<file path="src/rtl/pwm_tmr_pkg.sv">
package pwm_tmr_pkg;
  typedef enum logic [1:0] {
    WM_CTC        = 2'd0,
    WM_FAST       = 2'd1,
    WM_PHASE      = 2'd2,
    WM_PHASE_FULL = 2'd3
  } wave_mode_e;

  typedef enum logic [1:0] {
    CO_OFF    = 2'd0,
    CO_TOGGLE = 2'd1,
    CO_CLEAR  = 2'd2,
    CO_SET    = 2'd3
  } cmp_out_e;

  localparam int unsigned NUM_CH    = 2;
  localparam logic [1:0]  ADDR_CTRL = 2'd0;
  localparam logic [1:0]  ADDR_CLK  = 2'd1;
  localparam logic [1:0]  ADDR_CMPA = 2'd2;
  localparam logic [1:0]  ADDR_CMPB = 2'd3;
endpackage

</file>
<file path="src/rtl/pwm_tmr_prescale.sv">
module pwm_tmr_prescale #(
  parameter int unsigned PRE_W = 10,
  parameter int unsigned SEL_W = 3
) (
  input  logic             clk_i,
  input  logic             rst_ni,
  input  logic [SEL_W-1:0] sel_i,
  output logic             tick_o
);
  localparam int unsigned LOG_D8   = 3;
  localparam int unsigned LOG_D64  = 6;
  localparam int unsigned LOG_D256 = 8;

  logic [PRE_W-1:0] pre_q;

  function automatic logic [PRE_W-1:0] low_mask(input int unsigned n);
    low_mask = PRE_W'((64'd1 << n) - 64'd1);
  endfunction

  always_ff @(posedge clk_i or negedge rst_ni) begin
    if (!rst_ni) pre_q <= '0;
    else         pre_q <= pre_q + 1'b1;
  end

  // tick when the low n bits of the free-running count are all ones
  always_comb begin
    case (sel_i)
      SEL_W'(0): tick_o = 1'b0;
      SEL_W'(1): tick_o = 1'b1;
      SEL_W'(2): tick_o = &(pre_q | ~low_mask(LOG_D8));
      SEL_W'(3): tick_o = &(pre_q | ~low_mask(LOG_D64));
      SEL_W'(4): tick_o = &(pre_q | ~low_mask(LOG_D256));
      default:   tick_o = &pre_q;
    endcase
  end
endmodule

</file>
<file path="src/rtl/pwm_tmr_counter.sv">
module pwm_tmr_counter
  import pwm_tmr_pkg::*;
#(
  parameter int unsigned CNT_W = 8
) (
  input  logic             clk_i,
  input  logic             rst_ni,
  input  logic             tick_i,
  input  wave_mode_e       mode_i,
  input  logic [CNT_W-1:0] top_i,
  output logic [CNT_W-1:0] cnt_o,
  output logic             down_o,
  output logic [CNT_W-1:0] nxt_cnt_o,
  output logic             nxt_down_o,
  output logic             at_top_o,
  output logic             at_bottom_o
);
  logic [CNT_W-1:0] cnt_q;
  logic             down_q;
  logic [CNT_W:0]   inc;

  assign inc = {1'b0, cnt_q} + 1'b1;

  always_comb begin
    nxt_cnt_o   = cnt_q;
    nxt_down_o  = down_q;
    at_top_o    = 1'b0;
    at_bottom_o = 1'b0;
    if (mode_i == WM_PHASE || mode_i == WM_PHASE_FULL) begin
      if (!down_q) begin
        if (inc >= {1'b0, top_i}) begin
          nxt_cnt_o  = top_i;
          nxt_down_o = 1'b1;
          at_top_o   = 1'b1;
        end else begin
          nxt_cnt_o = inc[CNT_W-1:0];
        end
      end else if (cnt_q <= CNT_W'(1)) begin
        nxt_cnt_o  = '0;
        nxt_down_o = 1'b0;
      end else begin
        nxt_cnt_o = cnt_q - 1'b1;
      end
    end else begin
      nxt_down_o = 1'b0;
      if (cnt_q >= top_i) begin
        nxt_cnt_o   = '0;
        at_bottom_o = 1'b1;
      end else begin
        nxt_cnt_o = inc[CNT_W-1:0];
      end
    end
  end

  always_ff @(posedge clk_i or negedge rst_ni) begin
    if (!rst_ni) begin
      cnt_q  <= '0;
      down_q <= 1'b0;
    end else if (tick_i) begin
      cnt_q  <= nxt_cnt_o;
      down_q <= nxt_down_o;
    end
  end

  assign cnt_o  = cnt_q;
  assign down_o = down_q;
endmodule

</file>
<file path="src/rtl/pwm_tmr_channel.sv">
module pwm_tmr_channel
  import pwm_tmr_pkg::*;
#(
  parameter int unsigned CNT_W = 8
) (
  input  logic             clk_i,
  input  logic             rst_ni,
  input  logic             tick_i,
  input  wave_mode_e       mode_i,
  input  cmp_out_e         com_i,
  input  logic [CNT_W-1:0] nxt_cnt_i,
  input  logic             nxt_down_i,
  input  logic [CNT_W-1:0] ocr_i,
  output logic             wave_o
);
  logic wave_q, wave_d, match, lvl, is_pwm;

  // pin is a registered function of the state the counter enters
  always_comb begin
    match  = (nxt_cnt_i == ocr_i);
    is_pwm = (mode_i != WM_CTC);
    case (mode_i)
      WM_FAST:                lvl = (nxt_cnt_i <= ocr_i);
      WM_PHASE, WM_PHASE_FULL: lvl = nxt_down_i ? (nxt_cnt_i <= ocr_i) : (nxt_cnt_i < ocr_i);
      default:                lvl = 1'b0;
    endcase
    case (com_i)
      CO_TOGGLE: wave_d = wave_q ^ match;
      CO_CLEAR:  wave_d = is_pwm ? lvl  : (wave_q & ~match);
      CO_SET:    wave_d = is_pwm ? ~lvl : (wave_q | match);
      default:   wave_d = 1'b0;
    endcase
  end

  always_ff @(posedge clk_i or negedge rst_ni) begin
    if (!rst_ni)     wave_q <= 1'b0;
    else if (tick_i) wave_q <= wave_d;
  end

  assign wave_o = wave_q;
endmodule

</file>
<file path="src/rtl/pwm_tmr.sv">
module pwm_tmr
  import pwm_tmr_pkg::*;
#(
  parameter int unsigned CNT_W  = 8,
  parameter int unsigned PRE_W  = 10,
  parameter int unsigned SEL_W  = 3,
  parameter int unsigned ADDR_W = 2
) (
  input  logic              clk_i,
  input  logic              rst_ni,
  input  logic              wr_en_i,
  input  logic [ADDR_W-1:0] wr_addr_i,
  input  logic [CNT_W-1:0]  wr_data_i,
  output logic              wave_a_o,
  output logic              wave_b_o
);
  wave_mode_e       mode_q;
  cmp_out_e         com_q    [NUM_CH];
  logic [SEL_W-1:0] sel_q;
  logic [CNT_W-1:0] shadow_q [NUM_CH];
  logic [CNT_W-1:0] active_q [NUM_CH];
  logic [NUM_CH-1:0] wave;

  logic             tick, at_top, at_bottom, down, nxt_down, load, is_phase;
  logic [CNT_W-1:0] cnt, nxt_cnt, top_val;

  always_ff @(posedge clk_i or negedge rst_ni) begin
    if (!rst_ni) begin
      mode_q <= WM_CTC;
      sel_q  <= '0;
      for (int c = 0; c < NUM_CH; c++) begin
        com_q[c]    <= CO_OFF;
        shadow_q[c] <= '0;
      end
    end else if (wr_en_i) begin
      case (wr_addr_i)
        ADDR_W'(ADDR_CTRL): begin
          mode_q   <= wave_mode_e'(wr_data_i[1:0]);
          com_q[0] <= cmp_out_e'(wr_data_i[3:2]);
          com_q[1] <= cmp_out_e'(wr_data_i[5:4]);
        end
        ADDR_W'(ADDR_CLK):  sel_q       <= wr_data_i[SEL_W-1:0];
        ADDR_W'(ADDR_CMPA): shadow_q[0] <= wr_data_i;
        default:            shadow_q[1] <= wr_data_i;
      endcase
    end
  end

  assign is_phase = (mode_q == WM_PHASE) || (mode_q == WM_PHASE_FULL);
  assign top_val  = (mode_q == WM_PHASE_FULL) ? '1 : active_q[0];
  // CTC copies every clock; PWM modes copy at TOP (phase) or BOTTOM (fast)
  assign load = (mode_q == WM_CTC) ||
                (tick && ((is_phase && at_top) || (mode_q == WM_FAST && at_bottom)));

  pwm_tmr_prescale #(.PRE_W(PRE_W), .SEL_W(SEL_W)) u_pre (
    .clk_i  (clk_i),
    .rst_ni (rst_ni),
    .sel_i  (sel_q),
    .tick_o (tick)
  );

  pwm_tmr_counter #(.CNT_W(CNT_W)) u_cnt (
    .clk_i       (clk_i),
    .rst_ni      (rst_ni),
    .tick_i      (tick),
    .mode_i      (mode_q),
    .top_i       (top_val),
    .cnt_o       (cnt),
    .down_o      (down),
    .nxt_cnt_o   (nxt_cnt),
    .nxt_down_o  (nxt_down),
    .at_top_o    (at_top),
    .at_bottom_o (at_bottom)
  );

  for (genvar g = 0; g < NUM_CH; g++) begin : g_ch
    always_ff @(posedge clk_i or negedge rst_ni) begin
      if (!rst_ni)   active_q[g] <= '0;
      else if (load) active_q[g] <= shadow_q[g];
    end

    pwm_tmr_channel #(.CNT_W(CNT_W)) u_ch (
      .clk_i      (clk_i),
      .rst_ni     (rst_ni),
      .tick_i     (tick),
      .mode_i     (mode_q),
      .com_i      (com_q[g]),
      .nxt_cnt_i  (nxt_cnt),
      .nxt_down_i (nxt_down),
      .ocr_i      (active_q[g]),
      .wave_o     (wave[g])
    );
  end

  assign wave_a_o = wave[0];
  assign wave_b_o = wave[1];
endmodule

</file>
<file path="config.mk">
export PLATFORM = sky130hd
export DESIGN_NAME = pwm_tmr
export DESIGN_NICKNAME = d
export VERILOG_FILES = /design/src/rtl/pwm_tmr_pkg.sv /design/src/rtl/pwm_tmr_prescale.sv /design/src/rtl/pwm_tmr_counter.sv /design/src/rtl/pwm_tmr_channel.sv /design/src/rtl/pwm_tmr.sv
export SDC_FILE = /design/constraint.sdc
export NUM_CORES = 1
export LEC_CHECK = 0
export BUFFER_PORTS_ARGS = -buffer_cell sky130_fd_sc_hd__buf_2
export CORE_MARGIN = 2
export CORE_UTILIZATION = 30
export CTS_CLUSTER_SIZE = 20
export DETAILED_ROUTE_END_ITERATION = 7
export MAX_ROUTING_LAYER = met4
export PLACE_DENSITY_LB_ADDON = 0.25
export REMOVE_ABC_BUFFERS = 1
export SLEW_MARGIN = 25
export SYNTH_ARGS = -nofsm -noshare
export SYNTH_HDL_FRONTEND = slang
export SYNTH_SLANG_ARGS = --single-unit
export TNS_END_PERCENT = 30
</file>
<file path="constraint.sdc">
create_clock -name clk_i -period 5.5 [get_ports clk_i]
set_input_delay 1.1 -clock clk_i [delete_from_list [all_inputs] [get_ports clk_i]]
set_output_delay 1.1 -clock clk_i [all_outputs]
set_load 0.05 [all_outputs]
</file>
==> results.py <==
metrics = {
    "outcome": {
        "status": "finished clean",
    },
    "synth": {
        "ys.flop_type": "dfrtp_1",
        "yosys_warnings": 0,
        "syn_inst": 389,
        "async_reset_ff_share_pct": 100,
        "syn_area_mm2": 0.00396,
        "yosysSeqAreaShare_pct": 39.2,
        "yosys_register_bits": 62,
        "synth_edf_count": 0,
        "synth.avg_cell_area_um2": 10.2,
        "synth_cell_type_count": 54,
    },
    "timing": {
        "hold_viol_final": 0,
        "max_slew_margin_pct": 44.7,
        "final.min_clock_period_ns": 4.88,
        "slew_violations": 0,
        "hold_slack_ns": 0.464,
        "rsz0062_at_grt": "false",
        "fin_tns_setup_ns": 0,
        "finalSetupViolations": 0,
        "max_freq_ghz": 0.205,
        "skew_ns": 0.00547,
        "period_share_pct": 88.8,
        "tightest_slew_ns": 0.829,
    },
    "finish": {
        "final_cell_area_mm2": 0.00453,
        "nets": 456,
        "antennaDiodeCount": 0,
        "drive_gt1_share_pct": 17.4,
        "area_growth_syn_to_layout_pct": 14.5,
    },
    "global_routing": {
        "antenna_found_initial": 0,
        "grt_pass1_vias": 3142,
        "grt_max_degree": 63,
        "grt_pass1_wl_mm": 15.8,
        "grt_use_total_pct": 14.5,
        "grt-ovfl-total": 0,
    },
    "clock_tree": {
        "cts_tree": "yes",
        "cts_hold_buf": 0,
        "cts_buffers": 9,
        "clockBufferDepth": 2,
        "clk_latency_ns": 0.33,
        "postCtsSetupRepairBufs": 0,
        "clkTransAtPathRegs_ns": 0.05,
        "root_buffer": "clkbuf_16",
        "cts_resized": 0,
        "cts.sinks": 62,
        "cts_htree_levels": 3,
    },
    "worst_setup_path": {
        "crit_path_max_fanout": 15,
        "reg2reg_slack_ns": 0.62,
        "crit_arrival_ns": 5.09,
        "worstSetupStartpointType": "flip-flop",
        "slowest_stage": "dfrtp_1",
        "required_ns": 5.71,
        "crit_type": "flip-flop to flip-flop",
        "r2r-start": "mode_q[1]",
        "r2r_end": "g_ch[0].u_ch.wave_o",
        "rr_worst_depth": 17,
        "startpoint": "mode_q[1]",
        "max_stage_delay_ns": 0.68,
        "end_kind": "flip-flop",
        "crit_path_cell_trace": "and2_1, nor2_1, ha_1, and3_1, nand3_1, o211ai_1, buf_4, o21ai_0, a211o_1, nand2_1, ha_1, nor2b_1, o211ai_1, a21oi_1, o31ai_1, o32a_1, o221ai_2",
    },
    "power": {
        "power.leakage_nw": 2.01,
        "power_density_mw_per_mm2": 603,
        "irDropWorstVdd_uv": 202,
    },
    "drt": {
        "drtAntennaViolNets": 0,
        "vias": 2961,
        "route.detailed.drc": 0,
        "via_per_inst": 5.11,
        "wl_mm": 9.14,
        "wl_per_cell_um": 15.8,
        "drt_iter0_drc": 141,
        "drt_pass1_iterations": 4,
    },
    "die": {
        "dieArea_mm2": 0.0141,
        "fp.coreArea_mm2": 0.0128,
        "rows": 41,
        "ioPinCount": 15,
        "die_w_um": 119,
        "initial_core_util_pct": 31.0,
        "die_h_um": 119,
    },
    "worst_hold_path": {
        "hold_start": "u_pre.pre_q[5]",
        "whs_endpoint": "u_pre.pre_q[5]",
        "hold_path.class": "flip-flop to flip-flop",
        "hold_depth": 1,
    },
    "place": {
        "gp_congestion": 0.817,
        "dp_hpwl_mm": 6.65,
        "io_buffers": 14,
        "dpl_cell_area_mm2": 0.00420,
    },
    "run": {
        "cap_violations": 0,
    },
}
## metrics by stage
| stage | utilization (%) | cells | worst slack (ns) | total power, mW |
|---|---|---|---|---|
| finish | 35.5 | 579 | 0.616 | 2.73 |
| global route | 35.5 | 579 | 0.241 | 3.00 |
| CTS | 35.4 | 579 | 0.639 | 2.75 |
| detailed placement | 32.9 | 563 | 0.695 | 2.11 |
| global placement | 32.9 | 563 | 0.721 | 2.09 |
| floorplan | - | 372 | 1.45 | 1.72 |
## cell usage after synthesis (2+ instances only)
| cell | n | area, um^2 |
|---|---|---|
| xor2_1 | 4 | 35.0 |
| a21o_1 | 7 | 52.6 |
| o31ai_1 | 7 | 52.6 |
| nand3b_1 | 2 | 15.0 |
| o211a_1 | 2 | 20.0 |
| nor2b_1 | 3 | 18.8 |
| o211ai_1 | 4 | 30.0 |
| nor3b_1 | 2 | 15.0 |
| nand2_1 | 21 | 78.8 |
| and3_1 | 3 | 18.8 |
| o221ai_2 | 2 | 30.0 |
| ha_1 | 41 | 513 |
| dfrtp_1 | 62 | 1550 |
| nand3_1 | 17 | 85.1 |
| mux2_1 | 10 | 113 |
| and4_1 | 3 | 26.3 |
| o32a_1 | 2 | 20.0 |
| o21ai_1 | 4 | 20.0 |
| a21boi_0 | 2 | 15.0 |
| inv_1 | 25 | 93.8 |
| nor3_1 | 8 | 40.0 |
| a21oi_1 | 16 | 80.1 |
| nand2b_1 | 4 | 25.0 |
| a31oi_1 | 9 | 56.3 |
| a22oi_1 | 2 | 15.0 |
| nand4_1 | 7 | 43.8 |
| buf_6 | 2 | 22.5 |
| clkbuf_1 | 11 | 41.3 |
| xnor2_1 | 14 | 123 |
| nor2_1 | 30 | 113 |
| mux2_2 | 30 | 338 |
| a221oi_1 | 4 | 35.0 |
| buf_2 | 3 | 15.0 |
| o21ai_0 | 6 | 30.0 |
## flip-flops by register name, indices dropped and copies added (netlist names), 2 cells and up
name              count
mode_q                2
u_cnt.cnt_o           8
shadow_q             16
u_pre.pre_q          10
g_ch.u_ch.wave_o      2
com_q                 4
sel_q                 3
active_q             16
## layout make-up
class,count,area [um^2]
clock buffer,11,243
clock inverter,5,82.6
fill,1291,8240
inverter,25,93.8
multi-input combinational,285,2240
sequential,62,1550
tap,172,215
timing repair buffer,19,108
## worst max-delay path by stage
stage | endpoint | slack (ns) | depth (start not counted)
2_1_floorplan | g_ch[1].u_ch.wave_o | 1.45 | 19
3_3_place_gp | g_ch[0].u_ch.wave_o | 0.72 | 16
3_5_place_dp | g_ch[0].u_ch.wave_o | 0.69 | 18
4_1_cts | g_ch[0].u_ch.wave_o | 0.64 | 17
5_1_grt | g_ch[0].u_ch.wave_o | 0.24 | 18
6_report | g_ch[0].u_ch.wave_o | 0.62 | 17
## placed cells by master, fill, tap and decap left out, types with 10 or more instances in the layout
cell type | synthesis | routed
dfrtp_1 | 62 | 62
ha_1 | 41 | 41
nor2_1 | 30 | 30
mux2_2 | 30 | 30
inv_1 | 25 | 25
nand2_1 | 21 | 21
nand3_1 | 17 | 17
a21oi_1 | 16 | 16
xnor2_1 | 14 | 14
buf_2 | 3 | 14
mux2_1 | 10 | 10
## cell families (layout without fill, tap and decap cells)
kind of cell | Yosys count | after routing | synth area share [%]
simple gates | 106 | 106 | 13.4
compound gates | 80 | 80 | 14.7
flops | 62 | 62 | 39.2
buf+inv | 42 | 60 | 4.46
fa+ha+maj | 41 | 41 | 13.0
mux | 40 | 40 | 11.4
xor+xnor | 18 | 18 | 3.98
## critical path, delay by kind of cell (launching register included)
family | cells | cell delay (ns)
buf+inv | 1 | 0.27
fa+ha+maj | 2 | 0.59
compound gates | 8 | 1.93
simple gates | 6 | 1.27
flops | 1 | 0.68
## power breakdown
group / switching, mW / internal (mW) / total [mW]
Combinational: 0.769 / 0.568 / 1.34
Sequential: 0.193 / 0.589 / 0.782
Clock: 0.204 / 0.409 / 0.613
Total: 1.17 / 1.57 / 2.73
## metal layers
metal / GRT usage [%] / share of wire [%]
met1: 18.4 / 49
met2: 23.0 / 47
met3: 3.02 / 2.9
met4: 5.21 / 1.9
met5: - / 0
No activity file was read; power rests on OpenSTA's default activity.
